[config.mk]
export PLATFORM = sky130hd
export DESIGN_NAME = twb_mux_ctrl
export DESIGN_NICKNAME = d
export VERILOG_FILES = /design/src/rtl/twbm_pkg.sv /design/src/rtl/twbm_sync.sv /design/src/rtl/twbm_holdoff.sv /design/src/rtl/twbm_rearm.sv /design/src/rtl/twb_mux_ctrl.sv
export SDC_FILE = /design/constraint.sdc
export NUM_CORES = 1
export LEC_CHECK = 0
export CAP_MARGIN = 5
export CELL_PAD_IN_SITES_DETAIL_PLACEMENT = 0
export CELL_PAD_IN_SITES_GLOBAL_PLACEMENT = 1
export CORE_UTILIZATION = 43
export CTS_BUF_LIST = sky130_fd_sc_hd__clkbuf_2 sky130_fd_sc_hd__clkbuf_4 sky130_fd_sc_hd__clkbuf_8
export CTS_CLUSTER_DIAMETER = 80
export DETAILED_ROUTE_END_ITERATION = 12
export GPL_ROUTABILITY_DRIVEN = 0
export PLACE_DENSITY = 0.8
export REMOVE_ABC_BUFFERS = 1
export SLEW_MARGIN = 0
export SYNTH_ARGS = -nofsm -noshare
export SYNTH_HDL_FRONTEND = slang
export SYNTH_SLANG_ARGS = --single-unit
[constraint.sdc]
create_clock -name clk -period 2.4 [get_ports clk]
set_input_delay 0.6 -clock clk [delete_from_list [all_inputs] [get_ports clk]]
set_output_delay 0.6 -clock clk [all_outputs]
set_load 0.1 [all_outputs]
[src/rtl/twbm_pkg.sv]
package twbm_pkg;

    typedef enum logic [2:0] {
        ST_DOWN  = 3'd0,
        ST_HOLD  = 3'd1,
        ST_LIVE  = 3'd2,
        ST_TRIP  = 3'd3,
        ST_REARM = 3'd4
    } twbm_state_e;

endpackage

[src/rtl/twbm_sync.sv]
module twbm_sync #(
    parameter int W = 1
) (
    input  logic         clk,
    input  logic         rst_n,
    input  logic [W-1:0] d_i,
    output logic [W-1:0] q_o
);

    logic [W-1:0] meta;
    logic [W-1:0] stab;

    genvar g;
    generate
        for (g = 0; g < W; g++) begin : g_bit
            always_ff @(posedge clk or negedge rst_n) begin
                if (!rst_n) begin
                    meta[g] <= 1'b0;
                    stab[g] <= 1'b0;
                end else begin
                    meta[g] <= d_i[g];
                    stab[g] <= meta[g];
                end
            end
        end
    endgenerate

    assign q_o = stab;

endmodule

[src/rtl/twbm_holdoff.sv]
module twbm_holdoff #(
    parameter int HOLD_CYC = 110
) (
    input  logic clk,
    input  logic rst_n,
    input  logic clr_i,
    output logic done_o
);

    localparam int CW = (HOLD_CYC > 2) ? $clog2(HOLD_CYC) : 1;
    localparam logic [CW-1:0] LAST = CW'(HOLD_CYC - 1);

    logic [CW-1:0] cnt;

    always_ff @(posedge clk or negedge rst_n) begin
        if (!rst_n) begin
            cnt <= '0;
        end else if (clr_i) begin
            cnt <= '0;
        end else if (cnt != LAST) begin
            cnt <= cnt + 1'b1;
        end
    end

    assign done_o = !clr_i && (cnt == LAST);

endmodule

[src/rtl/twbm_rearm.sv]
module twbm_rearm (
    input  logic clk,
    input  logic rst_n,
    input  logic set_i,
    input  logic clr_i,
    output logic pend_o
);

    always_ff @(posedge clk or negedge rst_n) begin
        if (!rst_n) begin
            pend_o <= 1'b0;
        end else if (set_i) begin
            pend_o <= 1'b1;
        end else if (clr_i) begin
            pend_o <= 1'b0;
        end
    end

endmodule

[src/rtl/twb_mux_ctrl.sv]
module twb_mux_ctrl
    import twbm_pkg::*;
#(
    parameter int NCH     = 4,
    parameter int CLK_MHZ = 100,
    parameter int HOLD_US = 110
) (
    input  logic           clk,
    input  logic           rst_n,
    input  logic           pri_good_i,
    input  logic           sec_ok_i,
    input  logic [NCH-1:0] en_i,
    input  logic           fault_i,
    input  logic           disc_req_i,
    output logic [NCH-1:0] conn_o,
    output logic           acc_in_o,
    output logic [NCH-1:0] acc_out_o,
    output logic           buf_en_o,
    output logic           gate_sel_o
);

    localparam int HOLD_CYC = CLK_MHZ * HOLD_US;
    localparam int SW       = NCH + 2;

    logic [SW-1:0]  sync_q;
    logic           pri_s;
    logic           sec_s;
    logic           sec_d;
    logic [NCH-1:0] en_s;
    logic           sec_edge;
    logic           en_none;
    logic           tmr_clr;
    logic           tmr_done;
    logic           pend;
    logic           pend_clr;

    twbm_state_e st, nxt;

    twbm_sync #(.W(SW)) u_sync (
        .clk   (clk),
        .rst_n (rst_n),
        .d_i   ({pri_good_i, sec_ok_i, en_i}),
        .q_o   (sync_q)
    );

    assign pri_s = sync_q[SW-1];
    assign sec_s = sync_q[SW-2];
    assign en_s  = sync_q[NCH-1:0];

    always_ff @(posedge clk or negedge rst_n) begin
        if (!rst_n) sec_d <= 1'b0;
        else        sec_d <= sec_s;
    end

    assign sec_edge = (sec_s != sec_d);
    assign en_none  = (en_s == '0);

    assign tmr_clr = (st != ST_HOLD) || sec_edge;

    twbm_holdoff #(.HOLD_CYC(HOLD_CYC)) u_hold (
        .clk    (clk),
        .rst_n  (rst_n),
        .clr_i  (tmr_clr),
        .done_o (tmr_done)
    );

    assign pend_clr = (st == ST_DOWN) || ((st == ST_REARM) && en_none);

    twbm_rearm u_rearm (
        .clk    (clk),
        .rst_n  (rst_n),
        .set_i  (disc_req_i && pri_s),
        .clr_i  (pend_clr),
        .pend_o (pend)
    );

    // State register
    always_ff @(posedge clk or negedge rst_n) begin
        if (!rst_n) st <= ST_DOWN;
        else        st <= nxt;
    end

    // Next-state logic
    always_comb begin
        nxt = st;
        if (!pri_s) begin
            nxt = ST_DOWN;
        end else begin
            unique case (st)
                ST_DOWN:  nxt = ST_HOLD;
                ST_HOLD: begin
                    if (tmr_done) nxt = (pend || disc_req_i) ? ST_TRIP : ST_LIVE;
                end
                ST_LIVE: begin
                    if (sec_edge)        nxt = ST_HOLD;
                    else if (disc_req_i) nxt = ST_TRIP;
                end
                ST_TRIP: begin
                    if (sec_edge)                      nxt = ST_HOLD;
                    else if (!fault_i && !disc_req_i)  nxt = ST_REARM;
                end
                ST_REARM: begin
                    if (sec_edge)        nxt = ST_HOLD;
                    else if (disc_req_i) nxt = ST_TRIP;
                    else if (en_none)    nxt = ST_LIVE;
                end
                default: nxt = ST_DOWN;
            endcase
        end
    end

    // Output logic
    always_comb begin
        conn_o     = '0;
        acc_in_o   = 1'b0;
        acc_out_o  = '0;
        buf_en_o   = 1'b0;
        gate_sel_o = sec_s;
        if (st == ST_LIVE) begin
            conn_o    = en_s;
            acc_in_o  = !en_none;
            buf_en_o  = !en_none;
            acc_out_o = en_s & {NCH{sec_s}};
        end
    end

endmodule

==> flow_summary.yaml, run 1 <==
grt:
  overflow: 0
  grt_pass1_wl_mm: 4.89
  grt_max_degree: 32
  grt_usage_pct: 19.4
  antenna_found_initial: 0
  grt_pass1_vias: 1116
final_layout:
  drive_above_1_share_pct: 18.9
  n_fill_cell: 267
  area_delta_synth_final_pct: 31.5
  final_nets: 174
  post-route-util_pct: 60.2
  fin_cells: 208
  num_antenna_cells: 0
  design_area_mm2: 0.00185
power:
  power.internal_mw: 0.897
  leakagePower_nw: 0.760
  swShare_pct: 40.2
  p_comb_share_pct: 37.7
  seqPwrFrac_pct: 41.3
  power_mw: 1.50
  clockPowerShare_pct: 21.0
  switchingPower_mw: 0.602
  power_density_mw_per_mm2: 809
  ir_drop_uv: 479
logic_synthesis:
  ys_seq_area_share_pct: 55.1
  synth_seq_cells: 31
  ys_top_cells_by_area: "dfrtp_1 55%, nor2_1 5.1%, xor2_1 4.4%"
  synth_top_area_share_pct: 55.1
  yosysWarningCount: 0
  syn_inst: 135
  synth_cell_types: 38
  synth_top_cell_by_area: "dfrtp_1"
  netlist_area_mm2: 0.00141
  synth_area_per_cell_um2: 10.4
routing:
  drt_iter0_drc: 58
  wirelength_mm: 2.84
  dr_wl_met2_mm: 1.43
  ant_nets: 0
  first_pass_iters: 4
  avgViaCountPerCell: 5.14
  vias: 1069
  wire_per_inst_um: 13.6
  drc_errors: 0
  wl_met3_um: 81
  wl_met1_mm: 1.26
  dr.max_layer_used: "met4"
status:
  status: "completed"
setup_path:
  startpoint: "st[2]$_DFFE_PN0P_"
  crit_family: "simple AND/OR/NAND/NOR gates"
  cpPeakStageDelay_ns: 0.43
  critical_path_cell_count: 4
  worstPathCellList: "nand2b_2, nor2_4, and3_1, buf_12"
  reg2reg_slack_ns: 0.23
  path_max_fanout: 8
  cp-end-kind: "output pin"
  r2r-start: "u_hold.cnt[8]$_DFFE_PN0P_"
  arrival_ns: 1.69
  crit_buf_inv: 1
  cpMaxStageDelayCell: "dfrtp_1"
  r2r_cells: 5
  critPathKind: "register to output pin"
  critPathLaunchType: "register"
  regToRegEndpoint: "st[0]$_DFFE_PN0P_"
  required_ns: 1.80
  crit_end: "acc_out_o[2]"
die:
  num_io_pins: 21
  die_w_um: 59.2
  initial_core_util_pct: 45.8
  die_h_um: 59.2
  core_mm2: 0.00308
  fp.dieArea_mm2: 0.00351
  placementRows: 20
placed_design:
  post-dp-hpwl_mm: 2.04
  dp_cells: 200
  post-place-ws_ns: 0.228
  dpl_cell_area_mm2: 0.00177
  io_buffers: 20
run:
  maxCapViolCount: 0
clocking:
  clkLatencyLatePin_ns: 0.34
  cts.sinks: 31
  clk_pin_slew_worst_paths_ns: 0.11
  clock-root-buffer: "clkbuf_4"
  clockBufferDepth: 2
  cts_tree: "built"
  cts_max_level: 2
  cts_setup_buffers: 0
  numCtsBuffers: 5
sta:
  maxSlewHeadroom_pct: 70.8
  fmax_ghz: 0.437
  slew_viol_final: 0
  timing.hold.ws_ns: 0.360
  rsz0062_at_grt: "false"
  finalHoldViolCount: 0
  setup_tns_ns: 0
  max_slew.worst_pin.slew_ns: 0.438
  layout_setup_ws_ns: 0.114
  post-route-period-util_pct: 95.2
  setup_viol: 0
  finalCriticalPeriod_ns: 2.29
  skew_ns: 0.0111
worst_hold_path:
  min_path_type: "register to register"
  holdCritStartpoint: "u_sync.meta[3]$_DFF_PN0_"
[cells in the mapped netlist]
master	n
o21ai_0	7
nand3b_1	1
or3_1	4
nor2_1	19
or2b_1	1
nand2b_1	2
nor3_1	1
ha_1	1
o22ai_1	1
dfrtp_1	31
a211oi_1	2
and2_1	4
clkbuf_1	1
mux2i_1	1
and4_1	1
nor3_4	1
buf_6	1
a2bb2o_4	1
xor2_1	7
a22o_1	1
buf_4	1
nand3_1	5
nor3b_1	1
nor3_2	1
and3_1	5
xnor2_1	2
nor4_1	3
inv_1	3
a21oi_1	7
a22oi_1	1
or4_1	1
o41ai_1	1
o21a_1	1
or4b_1	1
nand4_1	2
nand2_1	10
o21ai_2	1
or2_1	1
[cell usage in the layout (no fill, tap or decap), types with 5 or more instances in the layout]
cell / netlist / layout
a21oi_1: 7 / 7
and3_1: 5 / 5
buf_12: 0 / 10
buf_4: 1 / 5
clkbuf_4: 0 / 5
clkdlybuf4s50_1: 0 / 9
dfrtp_1: 31 / 31
nand2_1: 10 / 10
nand3_1: 5 / 5
nor2_1: 19 / 18
o21ai_0: 7 / 7
xor2_1: 7 / 7
[cell type report]
cell class / instances / area [um2] / share of cell area, %
clock buffers: 5 / 37.5 / 2.03
clock inverters: 3 / 25.0 / 1.35
inverters: 3 / 11.3 / 0.608
multi-input cells: 98 / 621 / 33.5
flip-flops and latches: 31 / 776 / 41.9
well taps: 44 / 55.1 / 2.97
repair buffers: 24 / 328 / 17.7
[power groups by stage]
stage | clock network, mW | registers, mW | logic [mW]
3_5_place_dp | 0 | 0.621 | 0.556
6_report | 0.315 | 0.619 | 0.565
4_1_cts | 0.328 | 0.613 | 0.561
2_1_floorplan | 0 | 0.613 | 0.367
5_1_grt | 0.345 | 0.628 | 0.606
3_3_place_gp | 0 | 0.619 | 0.548
[cell families (layout without fill, tap and decap cells)]
group | count (synthesis) | count (layout) | share of synthesized area [%]
mux | 1 | 1 | 0.711
compound gates | 23 | 23 | 10.8
buf+inv | 6 | 35 | 2.40
flops | 31 | 31 | 55.1
xor+xnor | 9 | 9 | 5.60
simple gates | 64 | 64 | 24.5
fa+ha+maj | 1 | 1 | 0.888
[registers in the layout, summed over array words and instances, names as in the netlist]
signal	flops
u_sync.q_o	6
u_rearm.pend_o	1
u_sync.meta	6
st	3
sec_d	1
u_hold.cnt	14
[worst min path at each step]
stage                                          to  depth (start not counted)
after CTS                 u_sync.q_o[3]$_DFF_PN0_                          0
after detailed placement  u_sync.q_o[3]$_DFF_PN0_                          0
after floorplan                   sec_d$_DFF_PN0_                          0
final                     u_sync.q_o[3]$_DFF_PN0_                          0
after global placement    u_sync.q_o[1]$_DFF_PN0_                          0
after global routing      u_sync.q_o[3]$_DFF_PN0_                          0
[per-layer routing]
layer	up-vias	global-route usage [%]
met3	7	4.59
met5	-	0
met4	0	12.9
met2	11	30.8
li1	529	-
met1	522	23.4
[timing repair]
| action | 4_1_cts | 5_1_grt |
|---|---|---|
| endpoints found under the setup margin | 6 | 10 |
| gates resized for setup | 2 | 3 |
| hold buffers | 0 | 0 |
(Power assumes the default switching activity.)
==> inputs of run 2 (changes only) <==
--- a/config.mk
+++ b/config.mk
@@ -15,6 +15,7 @@
 export GPL_ROUTABILITY_DRIVEN = 0
 export PLACE_DENSITY = 0.8
 export REMOVE_ABC_BUFFERS = 1
+export SKIP_CTS_REPAIR_TIMING = 1
 export SLEW_MARGIN = 0
 export SYNTH_ARGS = -nofsm -noshare
 export SYNTH_HDL_FRONTEND = slang
==> flow_summary.yaml, run 2 (same netlist as run 1, synthesis figures left out) <==
grt:
  grt_pass1_vias: 1096
  grt_usage_pct: 19.0
  grt_pass1_wl_mm: 4.79
  overflow: 0
  grt_max_degree: 32
  antenna_found_initial: 0
setup_path:
  worstPathCellList: "nand2b_1, nor2_4, and3_1, buf_12"
  cp-end-kind: "output pin"
  path_max_fanout: 8
  crit_buf_inv: 1
  required_ns: 1.80
  crit_family: "simple AND/OR/NAND/NOR gates"
  critPathLaunchType: "register"
  cpPeakStageDelay_ns: 0.43
  critPathKind: "register to output pin"
  cpMaxStageDelayCell: "dfrtp_1"
  arrival_ns: 1.73
routing:
  wire_per_inst_um: 13.6
  first_pass_iters: 4
  drc_errors: 0
  ant_nets: 0
  drt_iter0_drc: 78
  avgViaCountPerCell: 5.16
  vias: 1073
  wirelength_mm: 2.82
final_layout:
  n_fill_cell: 269
  fin_cells: 208
  area_delta_synth_final_pct: 31.3
  seqCellArea_um2: 776
  post-route-util_pct: 60.1
  largest_reg_flops: 14
  design_area_mm2: 0.00185
  num_antenna_cells: 0
  layout_commonest_cell: "dfrtp_1"
  multiInputGateArea_um2: 618
  top_register: "u_hold.cnt"
  final_cell_mix: "31 x dfrtp_1, 18 x nor2_1, 10 x nand2_1, 10 x buf_12, 9 x clkdlybuf4s50_1"
  final_nets: 174
  drive_above_1_share_pct: 18.3
sta:
  slew_viol_final: 0
  finalCriticalPeriod_ns: 2.33
  post-route-period-util_pct: 97.3
  maxSlewHeadroom_pct: 70.8
  setup_viol: 0
  setup_tns_ns: 0
  timing.hold.ws_ns: 0.359
  layout_setup_ws_ns: 0.0657
  finalHoldViolCount: 0
  skew_ns: 0.0108
  fmax_ghz: 0.428
  max_slew.worst_pin.slew_ns: 0.438
placed_design:
  dpl_cell_area_mm2: 0.00177
  dp_cells: 200
  io_buffers: 20
  post-place-ws_ns: 0.228
  post-dp-hpwl_mm: 2.04
die:
  fp.dieArea_mm2: 0.00351
  die_w_um: 59.2
  initial_core_util_pct: 45.8
  core_mm2: 0.00308
  placementRows: 20
  die_h_um: 59.2
  num_io_pins: 21
power:
  power_mw: 1.49
  power_density_mw_per_mm2: 807
  ir_drop_uv: 476
  leakagePower_nw: 0.760
run:
  maxCapViolCount: 0
clocking:
  cts.sinks: 31
  clockBufferDepth: 2
  cts_tree: "built"
  numCtsBuffers: 5
  clk_pin_slew_worst_paths_ns: 0.11
  clock-root-buffer: "clkbuf_4"
  clkLatencyLatePin_ns: 0.34
  cts_max_level: 2
worst_hold_path:
  min_path_type: "register to register"
status:
  status: "completed"
[run 2: cell types whose count changed in the layout (fill, tap and decap cells not counted)]
cell | before | now
nand2b_1 | 1 | 2
nand2b_2 | 1 | 0
[run 2: final timing paths]
path	from	endpoint	slack [ns]	depth (start not counted)
max in group asynchronous	rst_n	u_hold.cnt[7]$_DFFE_PN0P_	1.48	2
worst max-delay path	st[2]$_DFFE_PN0P_	acc_out_o[2]	0.07	4
worst max register to register	u_hold.cnt[8]$_DFFE_PN0P_	st[0]$_DFFE_PN0P_	0.23	5
min in group asynchronous	rst_n	u_rearm.pend_o$_DFFE_PN0P_	0.63	2
worst min register to register	u_sync.meta[2]$_DFF_PN0_	u_sync.q_o[2]$_DFF_PN0_	0.36	0
worst min-delay path	u_sync.meta[2]$_DFF_PN0_	u_sync.q_o[2]$_DFF_PN0_	0.36	0
[run 2: routing by layer]
layer / routed length, um / vias to the layer above / track usage (%) / share of wire [%]
li1: - / 528 / - / -
met1: 1250 / 521 / 23.1 / 44
met2: 1410 / 15 / 30.0 / 50
met3: 85 / 9 / 4.59 / 3.0
met4: 80 / 0 / 12.6 / 2.8
met5: 0 / - / 0 / 0
[run 2: worst register-to-register path, delay by kind of cell, from the launching register on]
kind / cells / cell delay, ns
AND/OR/NAND/NOR: 4 / 1.44
flip-flops: 1 / 0.44
AO/OA/AOI/OAI: 1 / 0.21
[run 2: power by group]
part / internal (mW) / leakage, nW / switching (mW)
clock: 0.117 / 0.0314 / 0.197
combinational: 0.216 / 0.331 / 0.347
sequential: 0.562 / 0.398 / 0.0552
total: 0.895 / 0.760 / 0.599
[run 2: layout make-up]
| cell class | count | area share (%) |
|---|---|---|
| inverter | 3 | 0.609 |
| timing repair buffer | 24 | 17.7 |
| multi-input combinational | 98 | 33.4 |
| tap | 44 | 2.97 |
| clock buffer | 5 | 2.03 |
| sequential | 31 | 41.9 |
| clock inverter | 3 | 1.35 |
==> inputs of run 3 (changes only) <==
--- a/config.mk
+++ b/config.mk
@@ -13,6 +13,7 @@
 export CTS_CLUSTER_DIAMETER = 80
 export DETAILED_ROUTE_END_ITERATION = 12
 export GPL_ROUTABILITY_DRIVEN = 0
+export MAX_ROUTING_LAYER = met4
 export PLACE_DENSITY = 0.8
 export REMOVE_ABC_BUFFERS = 1
 export SKIP_CTS_REPAIR_TIMING = 1
==> flow_summary.yaml, run 3 (same netlist as run 1, synthesis figures left out) <==
sta:
  slew_viol_final: 0
  timing.hold.ws_ns: 0.360
  finalCriticalPeriod_ns: 2.33
  setup_viol: 0
  post-route-period-util_pct: 97.3
  max_slew.worst_pin.slew_ns: 0.438
  finalHoldViolCount: 0
  fmax_ghz: 0.428
  maxSlewHeadroom_pct: 70.8
  skew_ns: 0.0106
power:
  power_mw: 1.49
  leakagePower_nw: 0.760
  power_density_mw_per_mm2: 807
  ir_drop_uv: 476
placed_design:
  post-dp-hpwl_mm: 2.04
  io_buffers: 20
routing:
  wirelength_mm: 2.83
  wire_per_inst_um: 13.6
  drc_errors: 0
  vias: 1072
  first_pass_iters: 4
  drt_iter0_drc: 80
  avgViaCountPerCell: 5.15
  ant_nets: 0
grt:
  overflow: 0
  grt_pass1_vias: 1094
  grt_usage_pct: 19.6
  grt_max_degree: 32
  antenna_found_initial: 0
  grt_pass1_wl_mm: 4.79
worst_hold_path:
  holdCritStartpoint: "u_sync.meta[3]$_DFF_PN0_"
  min_path_type: "register to register"
die:
  placementRows: 20
  die_w_um: 59.2
  initial_core_util_pct: 45.8
  die_h_um: 59.2
  core_mm2: 0.00308
  fp.dieArea_mm2: 0.00351
  num_io_pins: 21
setup_path:
  r2r-start: "u_hold.cnt[8]$_DFFE_PN0P_"
  path_max_fanout: 8
  required_ns: 1.80
  arrival_ns: 1.73
  critPathKind: "register to output pin"
  cp-end-kind: "output pin"
  critPathLaunchType: "register"
  startpoint: "st[2]$_DFFE_PN0P_"
final_layout:
  n_fill_cell: 269
  final_nets: 174
  area_delta_synth_final_pct: 31.3
  largest_reg_flops: 14
  layout_commonest_cell: "dfrtp_1"
  seqCellArea_um2: 776
  post-route-util_pct: 60.1
  drive_above_1_share_pct: 18.3
  num_antenna_cells: 0
  multiInputGateArea_um2: 618
  top_register: "u_hold.cnt"
  final_cell_mix: "31 x dfrtp_1, 18 x nor2_1, 10 x nand2_1, 10 x buf_12, 9 x clkdlybuf4s50_1"
clocking:
  numCtsBuffers: 5
  cts_tree: "built"
  clock-root-buffer: "clkbuf_4"
  clk_pin_slew_worst_paths_ns: 0.11
  clockBufferDepth: 2
  cts.sinks: 31
  cts_max_level: 2
  clkLatencyLatePin_ns: 0.34
run:
  maxCapViolCount: 0
status:
  status: "completed"
==> run 3: through the flow <==
| step | area (um2) | instances | setup WS [ns] | setup TNS [ns] |
|---|---|---|---|---|
| after floorplan | 1390 | 132 | -2.91 | -6.20 |
| after global placement | 1770 | 200 | 0.275 | 0 |
| final | 1850 | 208 | 0.0655 | 0 |
| after detailed placement | 1770 | 200 | 0.228 | 0 |
| after CTS | 1830 | 208 | -0.0620 | -0.205 |
| after global routing | 1850 | 208 | -0.0159 | -0.0365 |
==> run 3: critical path, stage by stage (launching register included) <==
cell and delay, ns:
dfrtp_1 0.43, nand2b_1 0.30, nor2_4 0.22, and3_1 0.24
buf_12 0.19
==> run 3: final timing paths <==
| kind | end | slack, ns | cells after the start |
|---|---|---|---|
| max reg2reg | st[0]$_DFFE_PN0P_ | 0.23 | 5 |
| max in group asynchronous | u_hold.cnt[6]$_DFFE_PN0P_ | 1.48 | 2 |
| min reg2reg | u_sync.q_o[3]$_DFF_PN0_ | 0.36 | 0 |
| min in group asynchronous | u_rearm.pend_o$_DFFE_PN0P_ | 0.63 | 2 |
| min | u_sync.q_o[3]$_DFF_PN0_ | 0.36 | 0 |
| max | acc_out_o[2] | 0.07 | 4 |
==> run 3: routing by layer <==
layer  vias up  part of all wire, %  track usage [%]
met5         -                    0                -
met3         7                  2.9             4.59
met1       522                   44             23.1
met2        15                   50             30.0
met4         0                  2.4             12.6
li1        528                    -                -
==> run 3: power breakdown <==
group / internal [mW] / switching (mW) / leakage (nW)
registers: 0.562 / 0.0554 / 0.398
clock network: 0.117 / 0.196 / 0.0314
logic: 0.216 / 0.348 / 0.331
==> run 3: final cells by class <==
class	count	area share, %
Sequential cell	31	41.9
Tap cell	44	2.97
Multi-Input combinational cell	98	33.4
Inverter	3	0.609
Timing Repair Buffer	24	17.7
Clock buffer	5	2.03
Clock inverter	3	1.35
